File: config.mk
export PLATFORM = sky130hd
export DESIGN_NAME = irq_cascade
export DESIGN_NICKNAME = d
export VERILOG_FILES = /design/src/rtl/irqc_pkg.sv /design/src/rtl/irqc_ctrl.sv /design/src/rtl/irqc_dpath.sv /design/src/rtl/irq_cascade.sv
export SDC_FILE = /design/constraint.sdc
export NUM_CORES = 1
export LEC_CHECK = 0
export BUFFER_PORTS_ARGS = -buffer_cell sky130_fd_sc_hd__buf_4
export CAP_MARGIN = 10
export CELL_PAD_IN_SITES_DETAIL_PLACEMENT = 1
export CELL_PAD_IN_SITES_GLOBAL_PLACEMENT = 1
export CORE_UTILIZATION = 30
export CTS_CLUSTER_SIZE = 28
export DETAILED_ROUTE_END_ITERATION = 6
export GPL_TIMING_DRIVEN = 0
export PLACE_DENSITY_LB_ADDON = 0.05
export SLEW_MARGIN = 15
export SYNTH_ARGS = -nofsm -noshare
export SYNTH_HDL_FRONTEND = slang
export SYNTH_SLANG_ARGS = --single-unit
File: constraint.sdc
create_clock -name clk -period 1.3 [get_ports clk]
set_input_delay 0.13 -clock clk [delete_from_list [all_inputs] [get_ports clk]]
set_output_delay 0.13 -clock clk [all_outputs]
set_load 0.1 [all_outputs]
File: src/rtl/irqc_pkg.sv
package irqc_pkg;
  localparam int ADDR_W = 3;
  localparam int GLO_W  = 2;

  typedef enum logic [ADDR_W-1:0] {
    A_LOC_STS    = 3'd0,
    A_LOC_EN     = 3'd1,
    A_GLO_STS    = 3'd2,
    A_GLO_STS_EN = 3'd3,
    A_GLO_SIG_EN = 3'd4
  } regAddr_e;

  typedef struct packed {
    logic wrLocSts;
    logic wrLocEn;
    logic wrGloSts;
    logic wrGloStsEn;
    logic wrGloSigEn;
  } regStrobe_t;
endpackage

File: src/rtl/irqc_ctrl.sv
module irqc_ctrl
  import irqc_pkg::*;
(
  input  logic              wrEn,
  input  logic [ADDR_W-1:0] addr,
  output regStrobe_t        strb
);
  always_comb begin
    strb = '0;
    if (wrEn) begin
      case (addr)
        A_LOC_STS:    strb.wrLocSts   = 1'b1;
        A_LOC_EN:     strb.wrLocEn    = 1'b1;
        A_GLO_STS:    strb.wrGloSts   = 1'b1;
        A_GLO_STS_EN: strb.wrGloStsEn = 1'b1;
        A_GLO_SIG_EN: strb.wrGloSigEn = 1'b1;
        default:      strb = '0;
      endcase
    end
  end
endmodule

File: src/rtl/irqc_dpath.sv
module irqc_dpath
  import irqc_pkg::*;
#(
  parameter int               LOC_W    = 12,
  parameter logic [LOC_W-1:0] LOC_MASK = 12'hF0F
) (
  input  logic             clk,
  input  logic             rstN,
  input  regStrobe_t       strb,
  input  logic [LOC_W-1:0] wrData,
  input  logic [LOC_W-1:0] cardEvt,
  input  logic             sibReq,
  output logic [LOC_W-1:0] locSts,
  output logic [LOC_W-1:0] locEn,
  output logic [GLO_W-1:0] gloSts,
  output logic [GLO_W-1:0] gloStsEn,
  output logic [GLO_W-1:0] gloSigEn,
  output logic             irqOut
);
  logic [LOC_W-1:0] locClr;
  logic [GLO_W-1:0] gloClr;
  logic [GLO_W-1:0] gloSrc;
  logic             locSummary;
  logic             unusedBits;

  assign locClr     = strb.wrLocSts ? wrData : '0;
  assign gloClr     = strb.wrGloSts ? wrData[GLO_W-1:0] : '0;
  assign unusedBits = ^(cardEvt & ~LOC_MASK) ^ ^(wrData & ~LOC_MASK);

  // local level: one flop pair per implemented position
  for (genvar i = 0; i < LOC_W; i++) begin : gLoc
    if (LOC_MASK[i]) begin : gImpl
      logic stsQ;
      logic enQ;
      always_ff @(posedge clk or negedge rstN) begin
        if (!rstN)           stsQ <= 1'b0;
        else if (cardEvt[i]) stsQ <= 1'b1;
        else if (locClr[i])  stsQ <= 1'b0;
      end
      always_ff @(posedge clk or negedge rstN) begin
        if (!rstN)             enQ <= 1'b0;
        else if (strb.wrLocEn) enQ <= wrData[i];
      end
      assign locSts[i] = stsQ;
      assign locEn[i]  = enQ;
    end else begin : gTie
      assign locSts[i] = 1'b0;
      assign locEn[i]  = 1'b0;
    end
  end

  assign locSummary = |(locSts & locEn);
  assign gloSrc     = {sibReq, locSummary} & gloStsEn;

  // global level
  always_ff @(posedge clk or negedge rstN) begin
    if (!rstN) begin
      gloSts   <= '0;
      gloStsEn <= '0;
      gloSigEn <= '0;
      irqOut   <= 1'b0;
    end else begin
      gloSts <= (gloSts & ~gloClr) | gloSrc;
      if (strb.wrGloStsEn) gloStsEn <= wrData[GLO_W-1:0];
      if (strb.wrGloSigEn) gloSigEn <= wrData[GLO_W-1:0];
      irqOut <= |(gloSts & gloSigEn);
    end
  end
endmodule

File: src/rtl/irq_cascade.sv
module irq_cascade
  import irqc_pkg::*;
#(
  parameter int               DATA_W   = 32,
  parameter int               LOC_W    = 12,
  parameter logic [LOC_W-1:0] LOC_MASK = 12'hF0F
) (
  input  logic              clk,
  input  logic              rstN,
  input  logic              wrEn,
  input  logic [ADDR_W-1:0] addr,
  input  logic [DATA_W-1:0] wrData,
  output logic [DATA_W-1:0] rdData,
  input  logic [LOC_W-1:0]  cardEvt,
  input  logic              sibReq,
  output logic              irqOut
);
  regStrobe_t       strb;
  logic [LOC_W-1:0] locSts;
  logic [LOC_W-1:0] locEn;
  logic [GLO_W-1:0] gloSts;
  logic [GLO_W-1:0] gloStsEn;
  logic [GLO_W-1:0] gloSigEn;
  logic             unusedHi;

  assign unusedHi = ^wrData[DATA_W-1:LOC_W];

  irqc_ctrl uCtrl (
    .wrEn (wrEn),
    .addr (addr),
    .strb (strb)
  );

  irqc_dpath #(.LOC_W(LOC_W), .LOC_MASK(LOC_MASK)) uDpath (
    .clk      (clk),
    .rstN     (rstN),
    .strb     (strb),
    .wrData   (wrData[LOC_W-1:0]),
    .cardEvt  (cardEvt),
    .sibReq   (sibReq),
    .locSts   (locSts),
    .locEn    (locEn),
    .gloSts   (gloSts),
    .gloStsEn (gloStsEn),
    .gloSigEn (gloSigEn),
    .irqOut   (irqOut)
  );

  always_comb begin
    rdData = '0;
    case (addr)
      A_LOC_STS:    rdData[LOC_W-1:0] = locSts;
      A_LOC_EN:     rdData[LOC_W-1:0] = locEn;
      A_GLO_STS:    rdData[GLO_W-1:0] = gloSts;
      A_GLO_STS_EN: rdData[GLO_W-1:0] = gloStsEn;
      A_GLO_SIG_EN: rdData[GLO_W-1:0] = gloSigEn;
      default:      rdData = '0;
    endcase
  end
endmodule

Word-level counts from Yosys, hierarchy flattened
Cells that the tools add are included.
Word-level totals
  input port bits: 51
  output and inout port bits: 33
  word-level logic and storage cells: 67
  bits in registers: 23
Cells by class
  multiplexer cells: 26
  reductions and logical operators: 11
  equal/unequal tests: 4
  bitwise operators: 6
Operators by type and width (count)
  two-way mux 1 bit: 21
  one-hot mux 10 bit (2 select lines): 1
  nonzero test 2 bit: 8
  bitwise AND 12 bit: 1
  two-way mux 12 bit: 1
  OR reduction 12 bit: 1
  one-hot mux 2 bit (5 select lines): 1
  bitwise AND 2 bit: 3
  == test 3 x 2 -> 1 bit, second input constant: 2
  two-way mux 5 bit: 1
  == test 3 x 1 -> 1 bit, second input constant: 1
  == test 3 bit, second input constant: 1
  zero test 3 bit: 1
  two-way mux 2 bit: 1
  NOT 2 bit: 1
  bitwise OR 2 bit: 1
  OR reduction 2 bit: 1

Logic depth before layout (Yosys ltp)
  word-level depth: 7
  mapped depth: 5
  mapped depth without buffers: 3

Cells and area by module
Synthesis repeated with hierarchy kept, for this count alone.
Second synthesis, totals
  cells, all modules: 153
  area total of the unflattened synthesis: 1562.7 um^2
By module, submodules not included
  irqc_dpath: cells an instance 88, area each 1069.8 um^2, seq. area each 575.6 um^2, instances 1
  irq_cascade: cells an instance 60, area each 429.2 um^2, seq. area each 0.0 um^2, instances 1
  irqc_ctrl: cells an instance 5, area each 63.8 um^2, seq. area each 0.0 um^2, instances 1

Worst setup path after synthesis
No wires, ideal clock.
  path kind: input -> output
  from: input port addr[0]
  to: output port rdData[1]
  cell stages on the path: 5
  path buffers: 2
  slack: -1060 ps
  arrival time: 2230 ps
  path through: buf_2 -> buf_2 -> nand3b_1 -> o21a_1 -> o22ai_1
On the way
  word-level cells in the longest chain between the ends: 2
  elaborated cells on any way between the ends: 6
RTL lines
  from (decl): line irq_cascade.sv:11  | input logic [ADDR_W-1:0] addr,
  == test 3 bit (tied with other cells): line irq_cascade.sv:51  | case (addr)
  one-hot mux 2 bit (5 select lines) *: line irq_cascade.sv:51
  to (decl): line irq_cascade.sv:13  | output logic [DATA_W-1:0] rdData,
Every way passes the cells marked *; elsewhere a longest branch is shown, timed or not.

Final worst setup path
  from: register uDpath.gloStsEn[1]
  to: output port rdData[1]
On the way
  word-level cells in the longest chain between the ends: 1
RTL lines
  from (decl): line irqc_dpath.sv:16  | output logic [GLO_W-1:0] gloStsEn,
  from (signal assigned): line irqc_dpath.sv:64  | if (strb.wrGloStsEn) gloStsEn <= wrData[GLO_W-1:0];
  one-hot mux 2 bit (5 select lines): line irq_cascade.sv:51
Every way passes these cells.

==> impl_metrics.env <==
export IMPL_status="finished with violations"
export IMPL_violations="setup timing"
export IMPL_holdWs_ns=0.03939
export IMPL_grt_setup_unrepaired="true"
export IMPL_drt_drc_violations_left=0
export IMPL_critPathArrivalTime_ns=1.41
export IMPL_clk_pin_slew_ns=0.08
export IMPL_wl_met3_um=183
export IMPL_diodes=0
export IMPL_path_cells="mux2_4, a22oi_2, o22ai_4, buf_12"
export IMPL_finalHoldViolCount=0
export IMPL_synth_seq_cells=23
export IMPL_yosysWarnings=0
export IMPL_nets=247
export IMPL_num_io_pins=84
export IMPL_postRouteAntennaNets=0
export IMPL_dp_hpwl_um=2401
export IMPL_critPathLaunchType="flop"
export IMPL_fmax_ghz=0.6512
export IMPL_wl_met1_um=1377
export IMPL_final_cell_mix="buf_4 (58), conb_1 (24), dfrtp_1 (23), mux2_2 (12), nand2_1 (10)"
export IMPL_io_buffers=29
export IMPL_grt_pass1_wl_um=5216
export IMPL_drive_above_1_share=0.5487
export IMPL_synth_seq_area_share=0.4255
export IMPL_hold_class="in -> reg"
export IMPL_wl_um=3238
export IMPL_crit_buf_inv=1
export IMPL_clockBufferDepth=2
export IMPL_grt_usage=0.1369
export IMPL_antenna_found_initial=0
export IMPL_cp_slowest_cell="dfrtp_1"
export IMPL_fillers=486
export IMPL_fp_coreArea_um2=4354
export IMPL_cts_tree="yes"
export IMPL_start_util=0.3106
export IMPL_r2r_slack_ns=0.11
export IMPL_post_route_period_util=1.181
export IMPL_pre_cts_slack_ns=-0.1557
export IMPL_clockRootBuffer="clkbuf_8"
export IMPL_dieArea_um2=4781
export IMPL_cellPowerDensity_nw_per_um2=1193
export IMPL_cp_max_fo=2
export IMPL_maxSlewViolCount=0
export IMPL_cts_sinks=23
export IMPL_post_route_min_period_ns=1.536
export IMPL_final_common_cell="buf_4"
export IMPL_tightest_slew_ns=0.6038
export IMPL_firstDrtPassIters=3
export IMPL_placed_area_um2=1834
export IMPL_fin_cells=247
export IMPL_grt_start_max_net_pins=24
export IMPL_syn_to_final_growth_pct=55.69
export IMPL_crit_family="flip-flops"
export IMPL_die_w_um=69.15
export IMPL_synthCells=125
export IMPL_grt_ovfl_total=0
export IMPL_dr_wl_met2_um=1651
export IMPL_fp_row_count=24
export IMPL_wl_per_cell_um=13.11
export IMPL_worst_slack_ns=-0.2356
export IMPL_grt_pass1_vias=1084
export IMPL_cts_buffers=3
export IMPL_viasPerCell=4.470
export IMPL_yosys_cell_types_count=24
export IMPL_slew_headroom=0.5958
export IMPL_p_leak_nw=0.9715
export IMPL_top_layer_used="met4"
export IMPL_gp_congestion=0.8113
export IMPL_fin_area_um2=2106
export IMPL_crit_path_end_kind="output port"
export IMPL_vias=1104
export IMPL_drtIter0Drc=27
export IMPL_setup_viol=2
export IMPL_dpl_cell_count=229
export IMPL_clk_latency_ns=0.26
export IMPL_criticalPathCategory="reg -> out"
export IMPL_htreeDepth=1
export IMPL_avgSynthCellArea_um2=10.82
export IMPL_irDropWorstVdd_v=0.0004242
export IMPL_maxCapViolations=0
export IMPL_utilization=0.4836
export IMPL_cpPeakStageDelay_ns=0.41
export IMPL_finalClockSkew_ns=0.004742
export IMPL_die_y_um=69.15
export IMPL_crit_required_ns=1.17
export IMPL_netlist_area_um2=1353
==> synthesized netlist by cell type <==
library cell / instances / share of area
a21o_1: 8 / 0.044
a22o_1: 3 / 0.019
a22oi_1: 5 / 0.028
and3_1: 1 / 0.0046
and3b_1: 1 / 0.0065
buf_2: 2 / 0.0074
buf_4: 24 / 0.13
buf_6: 3 / 0.025
clkbuf_1: 1 / 0.0028
conb_1: 1 / 0.0028
dfrtp_1: 23 / 0.43
mux2_2: 13 / 0.11
mux2i_1: 7 / 0.052
nand2_1: 10 / 0.028
nand3_1: 4 / 0.015
nand3b_1: 2 / 0.011
nand4_1: 1 / 0.0046
nor2_1: 7 / 0.019
nor2b_1: 1 / 0.0046
nor2b_4: 1 / 0.010
nor4b_4: 1 / 0.018
o21a_1: 3 / 0.017
o22ai_1: 2 / 0.0092
or2_2: 1 / 0.0046
==> routing by layer <==
metal	vias to the layer above	track usage
met1	536	0.1705
met4	0	0.03401
li1	527	-
met3	4	0.02485
met5	-	0
met2	37	0.2427
==> area by class of cell <==
| class | instances | area (um^2) | share of cell area |
|---|---|---|---|
| clock inverters | 1 | 5.005 | 0.002377 |
| plain buffers | 30 | 265.3 | 0.1260 |
| repair buffers | 43 | 411.6 | 0.1955 |
| well taps | 52 | 65.06 | 0.03090 |
| flip-flops and latches | 23 | 575.6 | 0.2733 |
| multi-input cells | 95 | 742.0 | 0.3523 |
| clock buffers | 3 | 41.29 | 0.01961 |
==> path summary, 6_finish.rpt <==
path	end	startpoint	depth (start not counted)
max in group asynchronous	uDpath.gloSts[0]	rstN	2
worst max-delay path	rdData[1]	uDpath.gloStsEn[1]	4
worst min register to register	uDpath.irqOut	uDpath.gloSigEn[0]	1
worst min-delay path	uDpath.gLoc[9].gImpl.stsQ	cardEvt[9]	2
min in group asynchronous	uDpath.gLoc[3].gImpl.enQ	rstN	2
worst max register to register	uDpath.gloSts[0]	uDpath.gLoc[9].gImpl.stsQ	4
==> metrics by stage <==
stage	setup TNS, ns	total power, mW
6_report	-0.3501	2.511
3_3_place_gp	-0.9672	1.924
3_5_place_dp	-1.370	1.945
4_1_cts	-0.3586	2.487
5_1_grt	-0.4378	2.628
2_1_floorplan	-0.008034	1.764
==> what timing repair did <==
action	in CTS	in global routing
hold endpoints to repair	23	0
gates resized for setup	20	9
setup buffers	4	9
setup endpoints to repair	8	7
hold buffers	1	0
pin swaps	2	5
==> cells by family after synthesis <==
| group | synth area share |
|---|---|
| AOI/OAI and AO/OA | 0.1175 |
| buffers and inverters | 0.1684 |
| DFF | 0.4255 |
| muxes | 0.1600 |
| other | 0.002773 |
| and+or+nand+nor | 0.1258 |
==> where the power goes <==
group	leakage [nW]	total (mW)	internal [mW]	switching, mW
clock network	0.0255	0.438	0.214	0.224
logic	0.701	1.18	0.424	0.753
registers	0.245	0.896	0.818	0.0786
total	0.972	2.51	1.46	1.06
==> sequential cells by signal (all words and copies together), names as in the netlist <==
| signal | cells |
|---|---|
| uDpath.gLoc.gImpl.enQ | 8 |
| uDpath.gLoc.gImpl.stsQ | 8 |
| uDpath.gloSigEn | 2 |
| uDpath.gloSts | 2 |
| uDpath.gloStsEn | 2 |
| uDpath.irqOut | 1 |
(Power assumes the default switching activity.)
